==> src/rtl/dvi_lane_pkg.sv <==
package dvi_lane_pkg;
   typedef enum logic {
      LINK_SINGLE = 1'b0,
      LINK_DUAL   = 1'b1
   } link_mode_e;

   typedef struct packed {
      logic hs;
      logic vs;
      logic de;
   } vid_ctl_t;
endpackage

==> src/rtl/dvi_mode_gate.sv <==
module dvi_mode_gate
   import dvi_lane_pkg::*;
(
   input  logic       clk,
   input  logic       rst_n,
   input  logic       de_i,
   input  link_mode_e req_i,
   output link_mode_e eff_o,
   output link_mode_e held_o
);
   link_mode_e held_q;

   // The request passes straight through while blanking;
   // during active video the latched mode is used.
   always_comb eff_o = de_i ? held_q : req_i;

   always_ff @(posedge clk) begin
      if (!rst_n) held_q <= LINK_SINGLE;
      else        held_q <= eff_o;
   end

   assign held_o = held_q;
endmodule

==> src/rtl/dvi_rx_merge.sv <==
module dvi_rx_merge
   import dvi_lane_pkg::*;
#(
   parameter int PIX_W          = 24,
   parameter bit SLAVE_REVERSED = 1'b1
)(
   input  logic               clk,
   input  logic               rst_n,
   input  link_mode_e         mode_i,
   input  logic [2*PIX_W-1:0] m_bus_i,
   input  logic [PIX_W-1:0]   s_bus_i,
   input  vid_ctl_t           ctl_i,
   output logic [PIX_W-1:0]   even_o,
   output logic [PIX_W-1:0]   odd_o,
   output vid_ctl_t           ctl_o
);
   logic [PIX_W-1:0] s_fix;
   logic [PIX_W-1:0] odd_nxt;

   generate
      if (SLAVE_REVERSED) begin : g_rev
         for (genvar i = 0; i < PIX_W; i++) begin : g_bit
            assign s_fix[i] = s_bus_i[PIX_W-1-i];
         end
      end else begin : g_straight
         assign s_fix = s_bus_i;
      end
   endgenerate

   always_comb odd_nxt = (mode_i == LINK_DUAL) ? s_fix : m_bus_i[2*PIX_W-1:PIX_W];

   always_ff @(posedge clk) begin
      if (!rst_n) begin
         even_o <= '0;
         odd_o  <= '0;
         ctl_o  <= '0;
      end else begin
         even_o <= m_bus_i[PIX_W-1:0];
         odd_o  <= odd_nxt;
         ctl_o  <= ctl_i;
      end
   end
endmodule

==> src/rtl/dvi_tx_split.sv <==
module dvi_tx_split
   import dvi_lane_pkg::*;
#(
   parameter int PIX_W  = 24,
   localparam int HALF_W = PIX_W / 2
)(
   input  logic              clk,
   input  logic              rst_n,
   input  link_mode_e        mode_i,
   input  logic [PIX_W-1:0]  pix_i,
   input  vid_ctl_t          ctl_i,
   output logic [PIX_W-1:0]  m_o,
   output logic [HALF_W-1:0] s_o,
   output vid_ctl_t          ctl_o
);
   logic [PIX_W-1:0]  m_nxt;
   logic [HALF_W-1:0] s_nxt;

   always_comb begin
      if (mode_i == LINK_DUAL) begin
         m_nxt = {{(PIX_W-HALF_W){1'b0}}, pix_i[HALF_W-1:0]};
         s_nxt = pix_i[PIX_W-1:HALF_W];
      end else begin
         m_nxt = pix_i;
         s_nxt = '0;
      end
   end

   always_ff @(posedge clk) begin
      if (!rst_n) begin
         m_o   <= '0;
         s_o   <= '0;
         ctl_o <= '0;
      end else begin
         m_o   <= m_nxt;
         s_o   <= s_nxt;
         ctl_o <= ctl_i;
      end
   end
endmodule

==> src/rtl/dvi_lane_mapper.sv <==
module dvi_lane_mapper
   import dvi_lane_pkg::*;
#(
   parameter int PIX_W          = 24,
   parameter bit SLAVE_REVERSED = 1'b1,
   localparam int HALF_W = PIX_W / 2,
   localparam int BUS_W  = 2 * PIX_W
)(
   input  logic              clk,
   input  logic              rst_n,
   input  logic              dual_link_i,
   input  logic [BUS_W-1:0]  rx_m_data_i,
   input  logic [PIX_W-1:0]  rx_s_data_i,
   input  logic              rx_hsync_i,
   input  logic              rx_vsync_i,
   input  logic              rx_de_i,
   output logic [PIX_W-1:0]  pix_even_o,
   output logic [PIX_W-1:0]  pix_odd_o,
   output logic              pix_hsync_o,
   output logic              pix_vsync_o,
   output logic              pix_de_o,
   input  logic [PIX_W-1:0]  tx_pix_i,
   input  logic              tx_hsync_i,
   input  logic              tx_vsync_i,
   input  logic              tx_de_i,
   output logic [PIX_W-1:0]  tx_m_data_o,
   output logic [HALF_W-1:0] tx_s_data_o,
   output logic              tx_hsync_o,
   output logic              tx_vsync_o,
   output logic              tx_de_o
);
   generate
      if ((PIX_W % 2) != 0 || PIX_W < 2) begin : g_bad_width
         $error("dvi_lane_mapper: PIX_W must be even and at least 2");
      end
   endgenerate

   link_mode_e req;
   link_mode_e rx_mode_eff, rx_mode_held;
   link_mode_e tx_mode_eff, tx_mode_held;
   vid_ctl_t   rx_ctl_in, rx_ctl_out, tx_ctl_in, tx_ctl_out;

   assign req       = link_mode_e'(dual_link_i);
   assign rx_ctl_in = '{hs: rx_hsync_i, vs: rx_vsync_i, de: rx_de_i};
   assign tx_ctl_in = '{hs: tx_hsync_i, vs: tx_vsync_i, de: tx_de_i};

   dvi_mode_gate u_rx_gate (
      .clk(clk), .rst_n(rst_n), .de_i(rx_de_i), .req_i(req),
      .eff_o(rx_mode_eff), .held_o(rx_mode_held)
   );

   dvi_mode_gate u_tx_gate (
      .clk(clk), .rst_n(rst_n), .de_i(tx_de_i), .req_i(req),
      .eff_o(tx_mode_eff), .held_o(tx_mode_held)
   );

   dvi_rx_merge #(.PIX_W(PIX_W), .SLAVE_REVERSED(SLAVE_REVERSED)) u_rx (
      .clk(clk), .rst_n(rst_n), .mode_i(rx_mode_eff),
      .m_bus_i(rx_m_data_i), .s_bus_i(rx_s_data_i), .ctl_i(rx_ctl_in),
      .even_o(pix_even_o), .odd_o(pix_odd_o), .ctl_o(rx_ctl_out)
   );

   dvi_tx_split #(.PIX_W(PIX_W)) u_tx (
      .clk(clk), .rst_n(rst_n), .mode_i(tx_mode_eff),
      .pix_i(tx_pix_i), .ctl_i(tx_ctl_in),
      .m_o(tx_m_data_o), .s_o(tx_s_data_o), .ctl_o(tx_ctl_out)
   );

   assign pix_hsync_o = rx_ctl_out.hs;
   assign pix_vsync_o = rx_ctl_out.vs;
   assign pix_de_o    = rx_ctl_out.de;
   assign tx_hsync_o  = tx_ctl_out.hs;
   assign tx_vsync_o  = tx_ctl_out.vs;
   assign tx_de_o     = tx_ctl_out.de;
endmodule

==> config.mk <==
export PLATFORM = sky130hd
export DESIGN_NAME = dvi_lane_mapper
export DESIGN_NICKNAME = d
export VERILOG_FILES = /design/src/rtl/dvi_lane_pkg.sv /design/src/rtl/dvi_mode_gate.sv /design/src/rtl/dvi_rx_merge.sv /design/src/rtl/dvi_tx_split.sv /design/src/rtl/dvi_lane_mapper.sv
export SDC_FILE = /design/constraint.sdc
export NUM_CORES = 1
export LEC_CHECK = 0
export ABC_CLOCK_PERIOD_IN_PS = 1290
export BUFFER_PORTS_ARGS = -buffer_cell sky130_fd_sc_hd__buf_2
export CAP_MARGIN = 20
export CORE_AREA = 2 2 87 89
export CTS_BUF_LIST = sky130_fd_sc_hd__clkbuf_16
export DETAILED_ROUTE_END_ITERATION = 10
export DIE_AREA = 0 0 89 91
export GPL_ROUTABILITY_DRIVEN = 0
export GPL_TIMING_DRIVEN = 0
export HOLD_SLACK_MARGIN = 0.15
export PLACE_DENSITY = 0.76
export SLEW_MARGIN = 30
export SYNTH_ARGS = -nofsm -noshare
export SYNTH_HDL_FRONTEND = slang
export SYNTH_SLANG_ARGS = --single-unit
export TNS_END_PERCENT = 50
==> constraint.sdc <==
create_clock -name clk -period 1.29 [get_ports clk]
set_input_delay 0.129 -clock clk [delete_from_list [all_inputs] [get_ports clk]]
set_output_delay 0.129 -clock clk [all_outputs]
set_load 0.05 [all_outputs]
==> impl_metrics.ini <==
[critical_path]
path_class = in2reg
timing.rr.start = u_rx_gate.held_o$_SDFF_PN0_
crit_start = tx_de_i
rrSetupSlack_ns = 0.08
crit_family = buffers and inverters
cp_slowest_cell = dlygate4sd3_1
r2r-end = u_rx.odd_o[7]$_SDFF_PN0_
start_kind = input port
cp_num_buf_inv = 3
path_cells = dlygate4sd3_1 -> buf_2 -> mux2_2 -> buf_2 -> nor2_1
worstSetupPathDepth = 5
arrival_ns = 1.51
rr_worst_depth = 3
worstPathRequired_ns = 1.55
cp_common_cell = buf_2
slowest_delay_ns = 0.53
path_max_fanout = 10
worstSetupEndpointType = register

[timing]
slew_headroom_pct = 69.6
hold_viol = 0
tightest_slew_ns = 0.456
slew_viol_final = 0
rsz0062_at_grt = no
fin_crit_sh_pct = 96.9
fin_skew_ns = 0.00732
fin_setup_tns_ns = 0
fin_crit_ns = 1.25
fmax_mhz = 800
setup_viol = 0

[die]
rows = 31
die_y_um = 91
die_x_um = 89
initial_core_util_pct = 39.3
coreArea_mm2 = 0.00714
die-area_mm2 = 0.00810
ioPinCount = 195

[yosys]
synth_ff_type = dfxtp_1
yosysWarnings = 0
synth_nets = 367
synth-seq-area-share_pct = 65.6
yosys-top-cells-count = dfxtp_1, nand2_1, and2_1
syn_avg_cell_area_um2 = 10.7
syn_area_mm2 = 0.00281
ys_top_cells_by_area = dfxtp_1, and2_1, mux2i_1
synth-seq-cells = 92
yosysTopAreaCell = dfxtp_1
synth_edf_count = 0
syn_inst = 262
synthArstFlopShare_pct = 0
yosysMostFrequentCell = dfxtp_1
synth_top_area_share_pct = 65.6
ys_types = 12

[hold_path]
hold_depth = 3
min_from = dual_link_i
hold_end = u_tx.s_o[0]$_SDFF_PN0_
hold_class = in2reg

[cts]
cts.sinks = 92
cts_tree = yes
clk_latency_ns = 0.33
h-tree-depth = 3
cts_buffers = 9
path_clk_slew_ns = 0.06
root_buffer = clkbuf_16
clock_path_buffers = 2

[place]
port_buffers = 193
placed_cell_area_mm2 = 0.00390
place_hpwl_um = 5410
numPlacedInstances = 554

[routing]
remaining_drc_errors = 0
ant_nets = 0
vias = 2953
routed_wl_um = 9420
drtIter0Drc = 73
dr.pass1.iters = 4
wl_per_cell_um = 14.0
routed_via_density = 4.39

[layout]
final.fill_count = 533
layout.nets = 673
drive_above_1_share_pct = 38.7
diodes = 0
fin_cells = 672
utilization_pct = 73.3
fin_area_mm2 = 0.00523
area_growth_pct = 86.4
multi_input_area_um2 = 882
seqCellArea_mm2 = 0.00184

[grt]
grt_max_degree = 18
grt_usage_pct = 23.8
grt_pass1_vias = 3273
antenna_found_initial = 0
overflow = 0
grt_pass1_wl_um = 14800

[power]
power_w = 0.00721
leakage_nw = 2.72
cellPowerDensity_mw_per_mm2 = 1380
ir_drop_mv = 0.759

[run_status]
status = finished, final reports clean

[flow_run]
max-cap-violations = 0
[how the worst max path moves through the flow]
stage / to / slack [ns]
after floorplan: u_rx.odd_o[21]$_SDFF_PN0_ / 0.28
after global placement: u_rx.odd_o[11]$_SDFF_PN0_ / 0.10
after detailed placement: u_rx.odd_o[6]$_SDFF_PN0_ / 0.07
after CTS: u_tx.m_o[16]$_SDFF_PP0_ / 0.06
after global routing: u_tx.m_o[16]$_SDFF_PP0_ / 0.01
final: u_tx.m_o[16]$_SDFF_PP0_ / 0.04
[cells by family after synthesis]
| kind of cell | count (synthesis) | share of synthesized area [%] |
|---|---|---|
| and+or+nand+nor | 128 | 21.2 |
| buffers and inverters | 15 | 3.08 |
| muxes | 27 | 10.1 |
| DFF | 92 | 65.6 |
[metrics by stage]
stage                     hold WS (ns)  setup slack [ns]
after global routing             0.201            0.0102
after floorplan                  0.251             0.279
after detailed placement         0.337            0.0735
after CTS                        0.175            0.0559
final                            0.178            0.0395
after global placement           0.335             0.105
[cell usage in the layout (no fill, tap or decap)]
cell type / instances
and2_1: 42
and2_2: 1
and2b_2: 1
buf_2: 198
buf_8: 2
bufinv_16: 1
clkbuf_1: 7
clkbuf_16: 9
clkbuf_4: 1
clkinv_4: 1
clkinvlp_4: 2
dfxtp_1: 92
dlygate4sd3_1: 102
inv_6: 2
inv_8: 1
mux2_2: 1
mux2i_1: 24
mux2i_2: 1
mux2i_4: 1
nand2_1: 60
nor2_1: 24
[layer usage]
| metal | part of all wire, % | GRT usage [%] | up-vias |
|---|---|---|---|
| met2 | 54 | 45.3 | 148 |
| met1 | 36 | 22.2 | 1354 |
| li1 | - | - | 1422 |
| met4 | 3.2 | 11.1 | 0 |
| met3 | 7.7 | 7.00 | 29 |
| met5 | 0 | 0 | - |
[state kept, by name (all words and copies together) (netlist names)]
name	flops
u_rx.ctl_o	3
u_rx.even_o	24
u_rx.odd_o	24
u_rx_gate.held_o	1
u_tx.ctl_o	3
u_tx.m_o	24
u_tx.s_o	12
u_tx_gate.held_o	1
[worst reg2reg max path, stage by stage (launching register included)]
cell and delay (ns):
dfxtp_1 0.32, mux2i_4 0.35, buf_8 0.22, mux2i_2 0.23
[power breakdown]
part	leakage, nW	switching (W)	internal [W]
clock	0.145	0.00113	0.00153
combinational	1.81	0.000935	0.000559
sequential	0.764	0.0000441	0.00301
total	2.72	0.00211	0.00510
[layout make-up]
cell class,instances,share of cell area (%)
clock inverters,7,1.58
multi-input cells,155,16.9
flip-flops and latches,92,35.2
clock buffers,9,4.31
plain buffers,15,1.70
well taps,99,2.37
repair buffers,295,38.0
[repair_timing]
action                                  CTS  global route
buffers inserted                          0             0
hold buffers                            102             0
resized for setup                         0             2
hold endpoints to repair                 90             0
endpoints found under the setup margin    0             9
Note: power is estimated with default switching activity, not from simulation.
